### config.mk
export PLATFORM = sky130hd
export DESIGN_NAME = ostart_short_seq
export DESIGN_NICKNAME = d
export VERILOG_FILES = /design/src/rtl/ostart_pkg.sv /design/src/rtl/ostart_step_timer.sv /design/src/rtl/ostart_short_merge.sv /design/src/rtl/ostart_short_seq.sv
export SDC_FILE = /design/constraint.sdc
export NUM_CORES = 1
export LEC_CHECK = 0
export ABC_AREA = 1
export CORE_MARGIN = 4
export CORE_UTILIZATION = 45
export CTS_BUF_LIST = sky130_fd_sc_hd__clkbuf_4 sky130_fd_sc_hd__clkbuf_8 sky130_fd_sc_hd__clkbuf_16
export CTS_CLUSTER_DIAMETER = 150
export DETAILED_ROUTE_END_ITERATION = 10
export GPL_TIMING_DRIVEN = 1
export MAX_ROUTING_LAYER = met4
export PLACE_DENSITY = 0.71
export SYNTH_ARGS = -nofsm -noshare
export SYNTH_HDL_FRONTEND = slang
export SYNTH_SLANG_ARGS = --single-unit
### constraint.sdc
create_clock -name clk -period 4.9 [get_ports clk]
set_input_delay 0.98 -clock clk [delete_from_list [all_inputs] [get_ports clk]]
set_output_delay 0.98 -clock clk [all_outputs]
set_load 0.1 [all_outputs]
### src/rtl/ostart_pkg.sv
package ostart_pkg;

  typedef enum logic [1:0] {
    ST_WAIT = 2'd0,
    ST_GND  = 2'd1,
    ST_RAIL = 2'd2,
    ST_DONE = 2'd3
  } seq_state_e;

  // Bridged configurations are the four codes with the top bit clear.
  function automatic logic mode_is_bridge(input logic [2:0] m);
    logic r;
    case (m)
      3'b000, 3'b001, 3'b010, 3'b011: r = 1'b1;
      default:                        r = 1'b0;
    endcase
    return r;
  endfunction

endpackage

### src/rtl/ostart_step_timer.sv
module ostart_step_timer #(
  parameter int unsigned CNT_W = 16
) (
  input  logic             clk,
  input  logic             rst_n,
  input  logic             load,
  input  logic             run,
  input  logic [CNT_W-1:0] len,
  output logic             last
);

  logic [CNT_W-1:0] cnt_q;
  logic [CNT_W-1:0] eff_len;

  // A zero request still gives a one-cycle step.
  function automatic logic [CNT_W-1:0] eff_steps(input logic [CNT_W-1:0] req);
    return (req == '0) ? CNT_W'(1) : req;
  endfunction

  assign eff_len = eff_steps(len);
  assign last    = run && (cnt_q == '0);

  always_ff @(posedge clk or negedge rst_n) begin
    if (!rst_n) begin
      cnt_q <= '0;
    end else if (load) begin
      cnt_q <= eff_len - CNT_W'(1);
    end else if (run && (cnt_q != '0)) begin
      cnt_q <= cnt_q - CNT_W'(1);
    end
  end


  timer_countdown_chk: assert property (@(posedge clk) disable iff (!rst_n)
    (run && !load && (cnt_q != '0)) |=> (cnt_q == $past(cnt_q) - CNT_W'(1)));

endmodule

### src/rtl/ostart_short_merge.sv
module ostart_short_merge #(
  parameter int unsigned NUM_OUT = 4
) (
  input  logic [NUM_OUT-1:0] gnd_cmp,
  input  logic [NUM_OUT-1:0] rail_cmp,
  input  logic               sel_rail,
  output logic               any_short
);

  logic [NUM_OUT-1:0] picked;

  for (genvar i = 0; i < NUM_OUT; i++) begin : g_out
    assign picked[i] = sel_rail ? rail_cmp[i] : gnd_cmp[i];
  end

  assign any_short = |picked;

endmodule

### src/rtl/ostart_short_seq.sv
module ostart_short_seq import ostart_pkg::*; #(
  parameter int unsigned NUM_OUT = 4,
  parameter int unsigned CNT_W   = 16
) (
  input  logic               clk,
  input  logic               rst_n,
  input  logic               supply_ok,
  input  logic [2:0]         mode,
  input  logic               pair0_rst_n,
  input  logic               pair1_rst_n,
  input  logic [CNT_W-1:0]   step_cycles,
  input  logic [NUM_OUT-1:0] gnd_short,
  input  logic [NUM_OUT-1:0] rail_short,
  output logic               status_ok,
  output logic               hiz_hold,
  output logic               step_gnd_en,
  output logic               step_rail_en,
  output logic               pass
);

  seq_state_e state_q, state_d;
  logic       done_q, done_d;
  logic       bridge_sel;
  logic       start_req;
  logic       timer_load;
  logic       timer_run;
  logic       timer_last;
  logic       any_short;
  logic       in_test;
  logic       pair_reset;

  assign bridge_sel   = mode_is_bridge(mode);
  assign start_req    = (state_q == ST_WAIT) && supply_ok && !done_q;
  assign step_gnd_en  = (state_q == ST_GND);
  assign step_rail_en = (state_q == ST_RAIL);
  assign in_test      = step_gnd_en || step_rail_en;
  assign timer_run    = in_test;
  assign pair_reset   = !pair0_rst_n || !pair1_rst_n;

  ostart_step_timer #(.CNT_W(CNT_W)) u_timer (
    .clk   (clk),
    .rst_n (rst_n),
    .load  (timer_load),
    .run   (timer_run),
    .len   (step_cycles),
    .last  (timer_last)
  );

  ostart_short_merge #(.NUM_OUT(NUM_OUT)) u_merge (
    .gnd_cmp   (gnd_short),
    .rail_cmp  (rail_short),
    .sel_rail  (step_rail_en),
    .any_short (any_short)
  );

  always_comb begin
    state_d    = state_q;
    done_d     = done_q;
    timer_load = 1'b0;
    case (state_q)
      ST_WAIT: begin
        if (start_req) begin
          if (bridge_sel) begin
            state_d    = ST_GND;
            timer_load = 1'b1;
          end else begin
            state_d = ST_DONE;
            done_d  = 1'b1;
          end
        end
      end
      ST_GND: begin
        if (!supply_ok) begin
          state_d = ST_WAIT;
        end else if (timer_last) begin
          timer_load = 1'b1;
          if (!any_short) state_d = ST_RAIL;
        end
      end
      ST_RAIL: begin
        if (!supply_ok) begin
          state_d = ST_WAIT;
        end else if (timer_last) begin
          timer_load = 1'b1;
          if (!any_short) begin
            state_d = ST_DONE;
            done_d  = 1'b1;
          end
        end
      end
      ST_DONE: begin
        if (!supply_ok) state_d = ST_WAIT;
      end
      default: state_d = ST_WAIT;
    endcase
    if (!supply_ok) done_d = 1'b0;
  end

  always_ff @(posedge clk or negedge rst_n) begin
    if (!rst_n) begin
      state_q <= ST_WAIT;
      done_q  <= 1'b0;
    end else begin
      state_q <= state_d;
      done_q  <= done_d;
    end
  end

  // Status: forced low during the check; pair resets only matter outside it.
  always_comb begin
    if (in_test)      status_ok = 1'b0;
    else if (done_q)  status_ok = 1'b1;
    else              status_ok = pair_reset;
  end

  assign hiz_hold = !done_q;
  assign pass     = done_q;


  step_excl_chk: assert property (@(posedge clk) disable iff (!rst_n)
    $onehot0({step_gnd_en, step_rail_en}));


  test_hold_chk: assert property (@(posedge clk) disable iff (!rst_n)
    (step_gnd_en || step_rail_en) |-> (!status_ok && hiz_hold));


  gnd_retry_chk: assert property (@(posedge clk) disable iff (!rst_n)
    (step_gnd_en && timer_last && any_short && supply_ok) |=> step_gnd_en);


  rail_retry_chk: assert property (@(posedge clk) disable iff (!rst_n)
    (step_rail_en && timer_last && any_short && supply_ok) |=> step_rail_en);


  rail_entry_chk: assert property (@(posedge clk) disable iff (!rst_n)
    $rose(step_rail_en) |-> $past(step_gnd_en));


  pass_origin_chk: assert property (@(posedge clk) disable iff (!rst_n)
    $rose(pass) |-> ($past(step_rail_en) || !$past(bridge_sel)));


  pass_sticky_chk: assert property (@(posedge clk) disable iff (!rst_n)
    (pass && supply_ok) |=> pass);


  supply_abort_chk: assert property (@(posedge clk) disable iff (!rst_n)
    !supply_ok |=> (!step_gnd_en && !step_rail_en && !pass));

endmodule

### Word-level counts from Yosys, hierarchy flattened

Index checks and enable logic that the tools add are counted.

| word-level totals | value |
|---|---|
| flip-flop bits (word level) | 19 |
| input bits | 32 |
| output and inout port bits | 5 |
| logic and storage cells | 71 |

| operators by class | value |
|---|---|
| add/subtract/negate cells | 2 |
| equality and inequality tests | 15 |
| mux-type cells | 31 |
| reductions and logical operators | 20 |

Operator list:

| kind | number |
|---|---|
| $mux W16 | 3 |
| $logic_not A16 Y1 | 2 |
| $sub A16 B1 Y16 const B | 2 |
| $mux W2 | 9 |
| $mux W1 | 16 |
| $reduce_bool A16 Y1 | 1 |
| $ne A3 B3 Y1 const B | 4 |
| $pmux W2 S4 | 1 |
| $reduce_or A4 Y1 | 2 |
| $eq A3 B2 Y1 const B | 2 |
| $ne A3 B2 Y1 const B | 2 |
| $reduce_and A6 Y1 | 1 |
| $reduce_and A5 Y1 | 1 |
| $eq A2 B2 Y1 const B | 2 |
| $logic_and A1 B1 Y1 | 4 |
| $ne A2 B2 Y1 const B | 2 |
| $pmux W1 S2 | 2 |
| $eq A3 B1 Y1 const B | 1 |
| $logic_not A1 Y1 | 3 |
| $logic_not A3 Y1 | 1 |
| $ne A3 B1 Y1 const B | 1 |
| $eq A2 B1 Y1 const B | 1 |
| $logic_not A2 Y1 | 1 |
| $logic_or A1 B1 Y1 | 2 |
| 2 further kinds | 2 |

### Depth between registers and ports, before layout

| depth | value |
|---|---|
| depth after elaboration | 7 |
| depth in mapped cells | 18 |
| depth with buffers taken out | 17 |

### Cells and area by module

Synthesis repeated with hierarchy kept, for this count alone.

| unflattened totals | value |
|---|---|
| cell total of the unflattened synthesis | 285 |
| area total of the unflattened synthesis | 1669.1 µm² |

Modules (own cells, without submodules):

| module | instances | cells each | area an instance (µm²) | seq. area each (µm²) |
|---|---|---|---|---|
| ostart_step_timer | 1 | 225 | 1306.3 | 400.4 |
| ostart_short_seq | 1 | 49 | 319.1 | 75.1 |
| ostart_short_merge | 1 | 11 | 43.8 | 0.0 |

### Least setup slack after synthesis

No wires, ideal clock.

| path | value |
|---|---|
| path kind | reg-to-output |
| start | reg done_q (netlist: pass) |
| end | out status_ok |
| arrival time | 3.314 ns |
| required time | 3.920 ns |
| path slack | 0.606 ns |
| cell stages (with the launch flop) | 3 |
| buffers on the path | 0 |
| cell sequence | dfrtp_1 inv_1 a31oi_1 |

| between the ends | value |
|---|---|
| cells in the longest elaborated chain, start to end | 2 |

Ends and longest elaborated chain:

| element | line | RTL |
|---|---|---|
| start: declaration | ostart_short_seq.sv:22 | `logic done_q, done_d;` |
| start signal: assignment | ostart_short_seq.sv:105 | `done_q <= done_d;` |
| $mux W1 | ostart_short_seq.sv:112 | `else if (done_q) status_ok = 1'b1;` |
| $mux W1 | ostart_short_seq.sv:111 | `if (in_test) status_ok = 1'b0;` |
| end: declaration | ostart_short_seq.sv:14 | `output logic status_ok,` |

No other way between the ends.

### Final worst setup path

| path | value |
|---|---|
| start | in supply_ok |
| end | reg u_timer.cnt_q[4] |

| between the ends | value |
|---|---|
| cells in the longest elaborated chain, start to end | 5 |
| elaborated cells between the ends (all ways) | 7 |
| classes of those cells | mux (4); reduce/logical (3) |

Ends and longest elaborated chain:

| element | line | RTL |
|---|---|---|
| start: declaration | ostart_short_seq.sv:7 | `input logic supply_ok,` |
| $logic_and A1 B1 Y1 (2 in a row) | ostart_short_seq.sv:33 | `assign start_req = (state_q == ST_WAIT) && supply_ok && !done_q;` |
| $mux W1 | ostart_short_seq.sv:62 | `if (start_req) begin` |
| $pmux W1 S2 (*) | ostart_short_seq.sv:60 | `case (state_q)` |
| $mux W16 / $reduce_bool A2 Y1 (equally long branches) | -- |  |
| end signal: assignment | ostart_step_timer.sv:27 | `cnt_q <= eff_len - CNT_W'(1);` |
| end signal: assignment | ostart_step_timer.sv:29 | `cnt_q <= cnt_q - CNT_W'(1);` |
| end: declaration | ostart_step_timer.sv:12 | `logic [CNT_W-1:0] cnt_q;` |

Every way passes the cells marked *; elsewhere a longest branch is shown, timed or not.
A chain may end at the register's enable or synchronous reset.

==> summary.md <==
| Metric | Value |
|---|---|
| Top Ports | 37 |
| Vias in the first global route | 1,732 |
| Nets | ~380 |
| Total number of vias | 1,940 |
| Starting Density | 48.2% |
| Endpoints failing hold | 0 |
| Setup TNS Final | 0 ps |
| Met2 WL | around 2200 um |
| Startpoint types | primary input |
| Critical path class | in -> reg |
| Post-route minimum period | 3370 ps |
| Grt total ovfl | 0 |
| Worst Setup Slack, final | 1530 ps |
| Min-delay src | u_timer.cnt_q[11]$_DFFE_PN0P_ |
| Worst reg2reg startpoint | state_q[0]$_DFFE_PN0P_ |
| Tot Pwr | 1350 uW |
| TritonCTS buffer count | 3 |
| Pre-CTS setup slack | 1290 ps |
| Netlist cell types | 27 |
| Rows | 22 |
| Highest routed layer | met4 |
| Status | finished, final reports clean |
| Commonest non-fill, non-tap cell in the layout | nand2_1 |
| H-tree depth | 1 |
| Worst vdd ir | 408 uV |
| PD cells | 611 mW/mm^2 |
| Metal3 WL | 199 um |
| IO Port Bufs | 34 |
| Register Area | about 480 sq um |
| Reg2Reg Setup Slack | 2040 ps |
| Hold Crit Class | reg -> reg |
| DP Wirelength | around 3500 um |
| Die area | 0.00512 sq mm |
| Layout cells sized above 1 | under 10% |
| Wl on met1 | 2180 um |
| Initial DRC Count | 146 |
| Post-synthesis cell area | 0.00182 sq mm |
| Initial antenna violation count | 0 |
| Worst rel slew slack | 35.3% |
| CP endpoint kind | flop |
| Most frequent cells in the layout | 112 x nand2_1, 40 x nand3_1, 38 x inv_1 |
| Clk Tree Root Cell | clkbuf_8 |
| Worst skew pair latency | approximately 270 ps |
| Max Buffers Root-to-Sink | 2 |
| Wire per inst | 12.0 um |
| Fmax | around 300 MHz |
| Drt via density | 5.05 |
| Multi-input gate area | 0.00115 sq mm |
| Setup Skew | 8.72 ps |
| Max-Cap Viols | 0 |
| Synth Net Count | 345 |
| Avg Cell Area, Syn | 5.94 sq um |
| Setup violators final | 0 |
| Area delta synth->final | 22.0% |
| Final WL | approximately 4600 um |
| Post CTS Setup Buffer Count | 0 |
| Post-cts resize count | 0 |
| Sink Count | 19 |
| CTS hold repair buffers | 0 |
| Total track usage | 19.3% |
| Non-Filler Instances | 384 |
| Fillers | 378 |
| Post-Syn Instances | 306 |
| Final Max Tran Viols | 0 |
| Placer Congestion | 0.906 |
| Placed Cells | between 300 and 400 |
| YS warnings | 0 |
| Pin count of the biggest net entering global routing | 29 |
| Number of diodes | 0 |
| Antenna Nets Post-Route | 0 |
| First-pass GRT wire length | a little under 8000 um |
| Die X-Extent | 71.6 um |
| RSZ-0062 raised after global routing | false |
| CTS tree | done |
| CP max FO | 28 |
| Die Y | 71.6 um |
| Worst Tran Pin Value | 968 ps |
| TritonRoute pass-1 iters | 4 |
| CP Launch Point | supply_ok |
| Tcrit/Tclk final | 68.7% |
| Hold Slack | 517 ps |
| Clk slew on worst S/H paths | 80 ps |
| Lkg Pwr | 0.00116 uW |
| CP Data Arrival Time | 3510 ps |
| DRC viols | 0 |
| Sequential area share after synthesis | 26.2% |
| Core area | roughly 0.0038 sq mm |
| Register bit total from synthesis | 19 |
| Required time worst endpoint | roughly 5100 ps |
cells in the mapped netlist:
library cell | count | area [sq um]
nand2_1 | 112 | 420
nand3_1 | 40 | 200
inv_1 | 38 | 143
nor2_1 | 32 | 120
dfrtp_1 | 19 | 475
o21ai_0 | 11 | 55.1
ha_1 | 7 | 87.6
nand4_1 | 6 | 37.5
nor2_2 | 6 | 37.5
a21oi_1 | 5 | 25.0
buf_2 | 3 | 15.0
clkbuf_1 | 3 | 11.3
nand2_2 | 3 | 18.8
a31oi_1 | 2 | 12.5
buf_4 | 2 | 15.0
nand2_4 | 2 | 22.5
nand3b_1 | 2 | 15.0
nor3_1 | 2 | 10.0
o22ai_1 | 2 | 12.5
xor2_1 | 2 | 17.5
buf_6 | 1 | 11.3
nand4_2 | 1 | 12.5
nor2_4 | 1 | 11.3
o211ai_1 | 1 | 7.51
o21ai_2 | 1 | 8.76
o221ai_1 | 1 | 8.76
or2_2 | 1 | 6.26
report_power, final:
group	switching [uW]	internal [uW]	total, uW
Sequential	52.5	228	280
Combinational	671	289	960
Clock	58.2	56.7	115
flip-flops by register name, indices dropped and copies added (netlist names):
name,flops
u_timer.cnt_q,16
state_q,2
pass,1
final timing paths:
check                                                endpoint  cells past startpoint
worst max-delay path             u_timer.cnt_q[4]$_DFFE_PN0P_                     14
worst min-delay path            u_timer.cnt_q[11]$_DFFE_PN0P_                      2
worst max register to register   u_timer.cnt_q[4]$_DFFE_PN0P_                     13
worst min register to register  u_timer.cnt_q[11]$_DFFE_PN0P_                      2
max in group asynchronous       u_timer.cnt_q[12]$_DFFE_PN0P_                      1
min in group asynchronous        u_timer.cnt_q[0]$_DFFE_PN0P_                      1
metrics by stage:
step	cell area [sq um]	utilization, %
after global placement	2170	57.6
after global routing	2220	58.8
after detailed placement	2170	57.6
final	2220	58.8
after CTS	2220	58.8
after floorplan	1820	-
kinds of logic after synthesis:
logic type | synth area share (%)
and+or+nand+nor | 50.2
buffers and inverters | 10.7
AOI/OAI and AO/OA | 7.16
DFF | 26.2
adders and majority gates | 4.82
xor gates and xnor gates | 0.964
layer usage:
layer  GRT usage [%]  vias to the layer above
met5               -                        -
met1            25.5                      864
met2            31.8                       39
met4            2.51                        0
li1                -                     1033
met3            3.09                        4
critical path, stage by stage:
cell and delay [ps]:
clkdlybuf4s50_1 530, nand2_1 120, nor2_1 50, nand2_1 120
nand2_4 190, nand2_4 310, nand2_1 80, nand2_1 110
ha_1 170, nand2_1 120, nor2_1 370, nor2_1 70
o21ai_0 160, o21ai_0 110
area by class of cell:
cell class	instances	area share, %
clock buffers	3	1.86
clock inverters	1	0.226
inverters	38	6.43
multi-input cells	240	51.7
flip-flops and latches	19	21.4
well taps	48	2.71
repair buffers	35	15.6
Note: power is estimated with default switching activity, not from simulation.
